**src/rtl/boot_alias_pkg.sv**
```systemverilog
package boot_alias_pkg;
    localparam int ADDR_W_DEF    = 32;
    localparam int DATA_W_DEF    = 32;
    localparam int WORD_BITS_DEF = 8;
    localparam int CHECK_WORDS   = 4;
    localparam int CHECK_IDX     = 1;
    localparam int SEL_BIT_DEF   = 24;
    localparam logic [31:0] BANK_BASE_DEF = 32'h0800_0000;

    typedef enum logic [1:0] {
        ST_HOLD,
        ST_READ,
        ST_DECIDE,
        ST_RUN
    } boot_state_e;
endpackage

```
**src/rtl/boot_alias_fsm.sv**
```systemverilog
module boot_alias_fsm
    import boot_alias_pkg::*;
#(
    parameter int DATA_W    = DATA_W_DEF,
    parameter int WORD_BITS = WORD_BITS_DEF,
    parameter int N_WORDS   = CHECK_WORDS,
    parameter int VEC_IDX   = CHECK_IDX
) (
    input  logic                 clk,
    input  logic                 rst,
    input  logic                 strap_i,
    input  logic [DATA_W-1:0]    app_rdata_i,
    output logic                 rd_req_o,
    output logic [WORD_BITS-1:0] rd_word_o,
    output logic                 run_o,
    output logic                 alias_bank_o
);
    localparam int IDX_W = (N_WORDS > 1) ? $clog2(N_WORDS) : 1;

    boot_state_e      state_q;
    logic [IDX_W-1:0] idx_q;
    logic [IDX_W-1:0] pend_idx_q;
    logic             pend_q;
    logic             blank_q;
    logic             strap_q;
    logic             alias_q;
    logic             blank_now;

    assign rd_req_o     = (state_q == ST_READ);
    assign rd_word_o    = WORD_BITS'(idx_q);
    assign run_o        = (state_q == ST_RUN);
    assign alias_bank_o = alias_q;
    assign blank_now    = (pend_q && pend_idx_q == IDX_W'(VEC_IDX)) ? (&app_rdata_i) : blank_q;

    always_ff @(posedge clk) begin
        if (rst) begin
            state_q    <= ST_HOLD;
            idx_q      <= '0;
            pend_idx_q <= '0;
            pend_q     <= 1'b0;
            blank_q    <= 1'b0;
            strap_q    <= 1'b0;
            alias_q    <= 1'b0;
        end else begin
            pend_q     <= rd_req_o;
            pend_idx_q <= idx_q;
            if (pend_q && pend_idx_q == IDX_W'(VEC_IDX))
                blank_q <= &app_rdata_i;
            case (state_q)
                ST_HOLD: begin
                    strap_q <= strap_i;
                    idx_q   <= '0;
                    state_q <= strap_i ? ST_DECIDE : ST_READ;
                end
                ST_READ: begin
                    idx_q <= idx_q + 1'b1;
                    if (idx_q == IDX_W'(N_WORDS - 1))
                        state_q <= ST_DECIDE;
                end
                ST_DECIDE: begin
                    alias_q <= strap_q | blank_now;
                    state_q <= ST_RUN;
                end
                default: state_q <= ST_RUN;
            endcase
        end
    end

    // window choice frozen while running
    p_alias_locked_r4: assert property (@(posedge clk) disable iff (rst)
        (state_q == ST_RUN && $past(state_q) == ST_RUN) |-> $stable(alias_q));
    // check reads walk upward then hand over to the decision
    p_check_order_r5: assert property (@(posedge clk) disable iff (rst)
        rd_req_o |=> (rd_req_o ? (rd_word_o == $past(rd_word_o) + 1'b1) : (state_q == ST_DECIDE)));
    // a blank vector forces the bootloader bank
    p_blank_to_boot_r5: assert property (@(posedge clk) disable iff (rst)
        (state_q == ST_DECIDE && blank_now) |=> alias_q);
    // release only follows the decision step
    p_release_r6: assert property (@(posedge clk) disable iff (rst)
        $rose(run_o) |-> $past(state_q) == ST_DECIDE);
endmodule

```
**src/rtl/boot_alias_dec.sv**
```systemverilog
module boot_alias_dec
    import boot_alias_pkg::*;
#(
    parameter int ADDR_W    = ADDR_W_DEF,
    parameter int DATA_W    = DATA_W_DEF,
    parameter int WORD_BITS = WORD_BITS_DEF,
    parameter int SEL_BIT   = SEL_BIT_DEF,
    parameter logic [ADDR_W-1:0] BANK_BASE = ADDR_W'(BANK_BASE_DEF)
) (
    input  logic                 clk,
    input  logic                 rst,
    input  logic                 run_i,
    input  logic                 alias_bank_i,
    input  logic                 core_req_i,
    input  logic [ADDR_W-1:0]    core_addr_i,
    input  logic                 fsm_req_i,
    input  logic [WORD_BITS-1:0] fsm_word_i,
    input  logic [DATA_W-1:0]    b0_rdata_i,
    input  logic [DATA_W-1:0]    b1_rdata_i,
    output logic [1:0]           bank_req_o,
    output logic [WORD_BITS-1:0] bank_addr_o [2],
    output logic                 core_rvalid_o,
    output logic [DATA_W-1:0]    core_rdata_o,
    output logic                 core_err_o
);
    localparam int BYTE_BITS = WORD_BITS + 2;

    typedef struct packed {
        logic                 hit;
        logic                 bank;
        logic [WORD_BITS-1:0] word;
    } dec_t;

    dec_t dec;
    logic accept;
    logic in_window;
    logic in_region;
    logic rv_q, err_q, bank_q;
    logic unused_addr;

    assign unused_addr = ^core_addr_i[1:0];
    assign accept      = run_i & core_req_i;
    assign in_window   = (core_addr_i[ADDR_W-1:BYTE_BITS] == '0);
    assign in_region   = (core_addr_i[ADDR_W-1:SEL_BIT+1] == BANK_BASE[ADDR_W-1:SEL_BIT+1])
                       && (core_addr_i[SEL_BIT-1:BYTE_BITS] == '0);

    always_comb begin
        dec.word = core_addr_i[BYTE_BITS-1:2];
        dec.hit  = in_window | in_region;
        dec.bank = in_window ? alias_bank_i : core_addr_i[SEL_BIT];
    end

    for (genvar g = 0; g < 2; g++) begin : g_bank
        logic own;
        assign own            = (g == 0) && fsm_req_i;
        assign bank_req_o[g]  = own | (accept & dec.hit & (dec.bank == 1'(g)));
        assign bank_addr_o[g] = own ? fsm_word_i : dec.word;
    end

    always_ff @(posedge clk) begin
        if (rst) begin
            rv_q   <= 1'b0;
            err_q  <= 1'b0;
            bank_q <= 1'b0;
        end else begin
            rv_q   <= accept;
            err_q  <= accept & ~dec.hit;
            bank_q <= dec.bank;
        end
    end

    assign core_rvalid_o = rv_q;
    assign core_err_o    = err_q;
    assign core_rdata_o  = (rv_q && !err_q) ? (bank_q ? b1_rdata_i : b0_rdata_i) : '0;

    // never both banks in one cycle
    p_one_bank_r2: assert property (@(posedge clk) disable iff (rst)
        $onehot0(bank_req_o));
    // accepted request answered next cycle
    p_latency_r7: assert property (@(posedge clk) disable iff (rst)
        (run_i && core_req_i) |=> core_rvalid_o);
    // error carries zero data and a valid
    p_err_zero_r8: assert property (@(posedge clk) disable iff (rst)
        core_err_o |-> (core_rvalid_o && core_rdata_o == '0));
    // no answer to requests made during the hold
    p_hold_ignore_r9: assert property (@(posedge clk) disable iff (rst)
        !run_i |=> !core_rvalid_o);
endmodule

```
**src/rtl/boot_alias_decoder.sv**
```systemverilog
module boot_alias_decoder
    import boot_alias_pkg::*;
#(
    parameter int ADDR_W    = ADDR_W_DEF,
    parameter int DATA_W    = DATA_W_DEF,
    parameter int WORD_BITS = WORD_BITS_DEF,
    parameter int SEL_BIT   = SEL_BIT_DEF,
    parameter logic [ADDR_W-1:0] BANK_BASE = ADDR_W'(BANK_BASE_DEF)
) (
    input  logic                 clk,
    input  logic                 rst,
    input  logic                 strap_i,
    input  logic                 core_req_i,
    input  logic [ADDR_W-1:0]    core_addr_i,
    output logic                 core_rvalid_o,
    output logic [DATA_W-1:0]    core_rdata_o,
    output logic                 core_err_o,
    output logic                 core_rst_o,
    output logic                 alias_bank_o,
    output logic                 b0_req_o,
    output logic [WORD_BITS-1:0] b0_addr_o,
    input  logic [DATA_W-1:0]    b0_rdata_i,
    output logic                 b1_req_o,
    output logic [WORD_BITS-1:0] b1_addr_o,
    input  logic [DATA_W-1:0]    b1_rdata_i
);
    logic                 run;
    logic                 alias_bank;
    logic                 fsm_req;
    logic [WORD_BITS-1:0] fsm_word;
    logic [1:0]           bank_req;
    logic [WORD_BITS-1:0] bank_addr [2];

    boot_alias_fsm #(
        .DATA_W    (DATA_W),
        .WORD_BITS (WORD_BITS),
        .N_WORDS   (CHECK_WORDS),
        .VEC_IDX   (CHECK_IDX)
    ) u_fsm (
        .clk          (clk),
        .rst          (rst),
        .strap_i      (strap_i),
        .app_rdata_i  (b0_rdata_i),
        .rd_req_o     (fsm_req),
        .rd_word_o    (fsm_word),
        .run_o        (run),
        .alias_bank_o (alias_bank)
    );

    boot_alias_dec #(
        .ADDR_W    (ADDR_W),
        .DATA_W    (DATA_W),
        .WORD_BITS (WORD_BITS),
        .SEL_BIT   (SEL_BIT),
        .BANK_BASE (BANK_BASE)
    ) u_dec (
        .clk           (clk),
        .rst           (rst),
        .run_i         (run),
        .alias_bank_i  (alias_bank),
        .core_req_i    (core_req_i),
        .core_addr_i   (core_addr_i),
        .fsm_req_i     (fsm_req),
        .fsm_word_i    (fsm_word),
        .b0_rdata_i    (b0_rdata_i),
        .b1_rdata_i    (b1_rdata_i),
        .bank_req_o    (bank_req),
        .bank_addr_o   (bank_addr),
        .core_rvalid_o (core_rvalid_o),
        .core_rdata_o  (core_rdata_o),
        .core_err_o    (core_err_o)
    );

    assign core_rst_o   = ~run;
    assign alias_bank_o = alias_bank;
    assign b0_req_o     = bank_req[0];
    assign b0_addr_o    = bank_addr[0];
    assign b1_req_o     = bank_req[1];
    assign b1_addr_o    = bank_addr[1];

    // bootloader bank untouched by the core while held
    p_hold_no_b1_r9: assert property (@(posedge clk) disable iff (rst)
        core_rst_o |-> !b1_req_o);
endmodule

```
**config.mk**
```make
export PLATFORM = sky130hd
export DESIGN_NAME = boot_alias_decoder
export DESIGN_NICKNAME = d
export VERILOG_FILES = /design/src/rtl/boot_alias_pkg.sv /design/src/rtl/boot_alias_fsm.sv /design/src/rtl/boot_alias_dec.sv /design/src/rtl/boot_alias_decoder.sv
export SDC_FILE = /design/constraint.sdc
export NUM_CORES = 1
export LEC_CHECK = 0
export BUFFER_PORTS_ARGS = -buffer_cell sky130_fd_sc_hd__buf_2
export CAP_MARGIN = 20
export CELL_PAD_IN_SITES_DETAIL_PLACEMENT = 1
export CELL_PAD_IN_SITES_GLOBAL_PLACEMENT = 2
export CORE_ASPECT_RATIO = 0.9
export CORE_UTILIZATION = 12
export DETAILED_ROUTE_END_ITERATION = 10
export HOLD_SLACK_MARGIN = 0.02
export PLACE_DENSITY = 0.75
export RECOVER_POWER = 50
export SLEW_MARGIN = 20
export SYNTH_ARGS = -nofsm -noshare
export SYNTH_HDL_FRONTEND = slang
export SYNTH_SLANG_ARGS = --single-unit
```
**constraint.sdc**
```tcl
create_clock -name clk -period 1.1 [get_ports clk]
set_input_delay 0.165 -clock clk [delete_from_list [all_inputs] [get_ports clk]]
set_output_delay 0.165 -clock clk [all_outputs]
set_load 0.1 [all_outputs]
```
# [Word level (Yosys, flattened, before mapping)]
# Index checks and enable logic that the tools add are counted.
[word_totals] ff_bits=13 in_bits=100 output_inout_bits=54
[classes] n_addsub=1 n_eq_ne=7 n_mux=9 bitwise=11 reduce_logical=9
[op_table] operator="two-way mux 32 bit" count=2
[op_table] operator="AND reduction 32 bit" count=1
[op_table] operator="logical NOT 22 bit" count=1
[op_table] operator="logical NOT 14 bit" count=1
[op_table] operator="two-way mux 8 bit" count=1
[op_table] operator="one-hot mux 2 bit (2 select lines)" count=2
[op_table] operator="equality test 7 x 3 -> 1 bit, second input constant" count=1
[op_table] operator="equality test 2 bit, second input constant" count=3
[op_table] operator="bitwise AND 1 bit" count=5
[op_table] operator="equality test 2 x 1 -> 1 bit, second input constant" count=2
[op_table] operator="two-way mux 2 bit" count=2
[op_table] operator="logical AND 1 bit" count=3
[op_table] operator="inverter 1 bit" count=3
[op_table] operator="OR 1 bit" count=3
[op_table] operator="adder 2 x 1 -> 2 bit, second input constant" count=1
[op_table] operator="logical NOT 2 bit" count=1
[op_table] operator="two-way mux 1 bit" count=2
[op_table] operator="!= test 2 bit, second input constant" count=1
[op_table] operator="nonzero test 2 bit" count=1
[op_table] operator="logical NOT 1 bit" count=1

# [Longest topological paths before layout]
[logic_depth] depth_word=6 ltp_mapped=6 mapped_depth_nobuf=4

# [By module]
# A second synthesis with hierarchy kept.
[unflattened] hier_cells=169 hier_area_um2=1317.5
[modules_own_cells] module="boot_alias_dec" n_inst=1 cells_each=112 area_per_inst_um2=820.8
[modules_own_cells] module="boot_alias_fsm" n_inst=1 cells_each=56 area_per_inst_um2=493.0
[modules_own_cells] module="boot_alias_decoder" n_inst=1 cells_each=1 area_per_inst_um2=3.8

# [Worst setup path after synthesis]
# No wires, ideal clock.
[synth_path] path_type="flip-flop to output port" start="reg u_fsm.alias_q, in the netlist u_fsm.alias_bank_o" end="out b1_req_o" arrival_time_ps=3307 required_time_ps=935 path_slack_ps=-2372 stages_incl_launch_ff=5 path_buffers=0 path_cell_list="dfxtp_1 -> nand2b_1 -> nor2_1 -> a21oi_1 -> nor3_1"
[synth_between] elab_chain_len=2
[synth_rtl] element="start: declaration" line_no="boot_alias_fsm.sv:26" text="logic alias_q;"
[synth_rtl] element="start signal: assignment" line_no="boot_alias_fsm.sv:61" text="alias_q <= strap_q | blank_now;"
[synth_rtl] element="two-way mux 1 bit" line_no="boot_alias_dec.sv:50" text="dec.bank = in_window ? alias_bank_i : core_addr_i[SEL_BIT];"
[synth_rtl] element="bitwise AND 1 bit" line_no="boot_alias_dec.sv:56" text="assign bank_req_o[g] = own | (accept & dec.hit & (dec.bank == 1'(g)));"
[synth_rtl] element="end: declaration" line_no="boot_alias_decoder.sv:23" text="output logic b1_req_o,"
# Every way passes these cells.

# [Worst setup path after layout]
[layout_path] start="reg u_dec.bank_q" end="out core_rdata_o[13]"
[layout_between] elab_chain_len=2
[layout_rtl] element="start: declaration" line_no="boot_alias_dec.sv:38" text="logic rv_q, err_q, bank_q;"
[layout_rtl] element="start signal: assignment" line_no="boot_alias_dec.sv:68" text="bank_q <= dec.bank;"
[layout_rtl] element="two-way mux 32 bit (2 in a row)" line_no="boot_alias_dec.sv:74" text="assign core_rdata_o = (rv_q && !err_q) ? (bank_q ? b1_rdata_i : b0_rdata_i) : '0;"
[layout_rtl] element="end: declaration" line_no="boot_alias_decoder.sv:16" text="output logic [DATA_W-1:0] core_rdata_o,"
# Every way passes these cells.

==> flow_summary.json <==
{
  "hold_depth": 3,
  "max-cap-violations": 0,
  "final_nets": 430,
  "cts_sinks": 13,
  "grt_pass1_wl_mm": 10.6,
  "grt_overflow": 0,
  "grt_use_total_pct": 12.7,
  "synth_top_area_share_pct": 27.4,
  "p_leak_uw": 0.00153,
  "antenna_found_initial": 0,
  "cts_tree": "built",
  "io_buffers": 151,
  "ctsHtreeMaxLevel": 1,
  "powerDensity_nw_per_um2": 648,
  "syn_nets": 263,
  "seq_area_sq_um": 278,
  "rsz0062_at_grt": "true",
  "arrival_ns": 1.40,
  "drc": 0,
  "path_buf_inv": 2,
  "gp_congestion": 0.742,
  "die-area_sq_um": 10400,
  "fin_crit_sh_pct": 143,
  "grt_max_degree": 14,
  "diodes": 0,
  "ys_ff_latch": 13,
  "max_freq_mhz": 638,
  "yosysWarnings": 0,
  "worst_slew_pin_slew_ns": 0.545,
  "cts_buffers": 3,
  "worstPathCellList": "buf_12 -> mux2i_2 -> nor2_4 -> buf_12",
  "vias": 1881,
  "synth-seq-area-share_pct": 21.6,
  "netlist_instances": 162,
  "clkSlewWorstSetupHoldPaths_ns": 0.05,
  "cts_hold_buf": 0,
  "coreArea_sq_um": 9700,
  "fin_crit_ns": 1.57,
  "multi_input_area_sq_um": 1630,
  "slew_headroom_pct": 63.8,
  "cpMostUsedCell": "buf_12",
  "clock_path_buffers": 2,
  "post-route-util_pct": 40.5,
  "clock_latency_ns": 0.24,
  "dpl.hpwl_mm": 5.47,
  "maxSlewViolCount": 0,
  "critPathMaxFanout": 9,
  "critical_path_depth": 4,
  "worst_slack_ns": -0.468,
  "rr_worst_depth": 3,
  "ir_drop_mv": 0.388,
  "drt_iter0_markers": 45,
  "critical-path-slowest-cell": "dfxtp_4",
  "syn2layout_area_growth_pct": 226,
  "hold_class": "input port to flop",
  "yosysUniqueCellTypes": 29,
  "hold_viol": 0,
  "fillers": 1064,
  "num_io_pins": 154,
  "row_count": 34,
  "syn_area_sq_um": 1200,
  "yosysTopAreaCell": "mux2i_1",
  "finalClockSkew_ns": 0.000429,
  "drive_gt1_share_pct": 87.2,
  "dp_slack_ns": -0.461,
  "finalPower_uw": 2550,
  "start_kind": "flop",
  "path_class": "flop to primary output",
  "grt_pass1_vias": 2179,
  "violations": "negative setup slack",
  "die_w_microns": 108,
  "root_buffer": "clkbuf_8",
  "cpPeakStageDelay_ns": 0.43,
  "via_per_inst": 4.14,
  "syn_avg_cell_area_sq_um": 7.43,
  "critical_path_required_ns": 0.94,
  "wl_per_cell_microns": 14.5,
  "status": "complete, but fails checks",
  "dieHeight_microns": 97.0,
  "crit_path_end_kind": "primary output",
  "critPathTopFamily": "flip-flops",
  "wl_mm": 6.60,
  "synth_area_leaders": "mux2i_1, dfxtp_1, nor2_1",
  "setup_viol_count_final": 45,
  "initial_core_util_pct": 12.4,
  "drtPass1Iterations": 2,
  "ant_nets": 0
}
-- Yosys cell counts, drive strengths merged --
cell and number:
nor2 41, mux2i 33, buf 14, dfxtp 13, nand4 8, a21oi 6
and2 6, nor4 6, clkbuf 4, nand2b 4, nand3 4, inv 3
nor2b 3, mux2 2, nand2 2, nor3 2, o21ai 2, a2111oi 1
a211oi 1, a22oi 1, and3 1, ha 1, nand3b 1, o21a 1
o31ai 1, or3b 1
-- worst reg2reg max path: stages, from the launching register on --
cell       delay [ns]
dfxtp_1          0.29
nand3b_1         0.25
a2111oi_2        0.38
a211oi_2         0.11
-- sequential cells by signal, indices dropped and copies added, names as in the netlist --
register / count
u_dec.bank_q: 1
u_dec.core_err_o: 1
u_dec.core_rvalid_o: 1
u_fsm.alias_bank_o: 1
u_fsm.blank_q: 1
u_fsm.idx_q: 2
u_fsm.pend_idx_q: 2
u_fsm.pend_q: 1
u_fsm.state_q: 2
u_fsm.strap_q: 1
-- placed cells by master, fill, tap and decap left out, drive strengths merged --
cell and n:
buf 173, nor2 41, nand3 4, o21a 1
ha 1, a22oi 1, o21ai 2, nand2 2
o31ai 1, a211oi 1, mux2 2, a2111oi 1
nor3 2, nor2b 3, mux2i 33, nand4 8
nand2b 4, or3b 1, nor4 6, nand3b 1
clkbuf 11, a21oi 6, dfxtp 13, inv 3
and3 1, and2 6
-- power breakdown --
group	total [uW]	internal, uW	switching (uW)
Clock	424	256	168
Sequential	515	491	23.7
Combinational	1610	687	920
-- final cells by class --
class,instances,share of cell area [%]
Clock buffer,4,1.15
Timing Repair Buffer,180,46.0
Tap cell,126,4.01
Inverter,3,0.287
Multi-Input combinational cell,128,41.5
Sequential cell,13,7.07
-- logic make-up (layout without fill, tap and decap cells) --
family          Yosys count  count (layout)  share of synthesized area, %
flops                    13              13                          21.6
mux                      35              35                          29.3
buf+inv                  21             187                          9.67
fa+ha+maj                 1               1                          1.04
simple gates             79              79                          31.8
compound gates           13              13                          6.55
-- repair_timing --
item | CTS | global route
buffers inserted | 1 | 2
setup endpoints to repair | 49 | 50
pin swaps | 8 | 8
gates cloned | 1 | 0
resized for setup | 75 | 24
-- worst paths after layout --
path | startpoint | endpoint | slack, ns
hold reg to reg | u_fsm.blank_q | u_fsm.blank_q | 0.49
setup / recovery | u_dec.bank_q | core_rdata_o[13] | -0.47
hold / removal | strap_i | u_fsm.strap_q | 0.22
setup reg to reg | u_fsm.pend_idx_q[1] | u_fsm.alias_bank_o | -0.06
-- per-stage QoR --
stage	hold slack, ns	area, sq um	cells	setup TNS, ns
after floorplan	0.237	1610	162	-16.09
after global routing	0.226	3930	454	-19.99
after CTS	0.201	3870	453	-18.37
after global placement	0.448	3400	447	-9.10
final	0.216	3930	454	-17.64
after detailed placement	0.449	3400	447	-10.27
-- metal layers --
metal	vias up	share of wire [%]	global-route usage (%)	wire [microns]
met3	7	8.8	3.03	580
li1	899	-	-	-
met5	-	0	0	0
met1	871	37	13.8	2420
met2	104	54	24.3	3530
met4	0	0.99	2.63	65
Power figures use the tool's default switching activity.
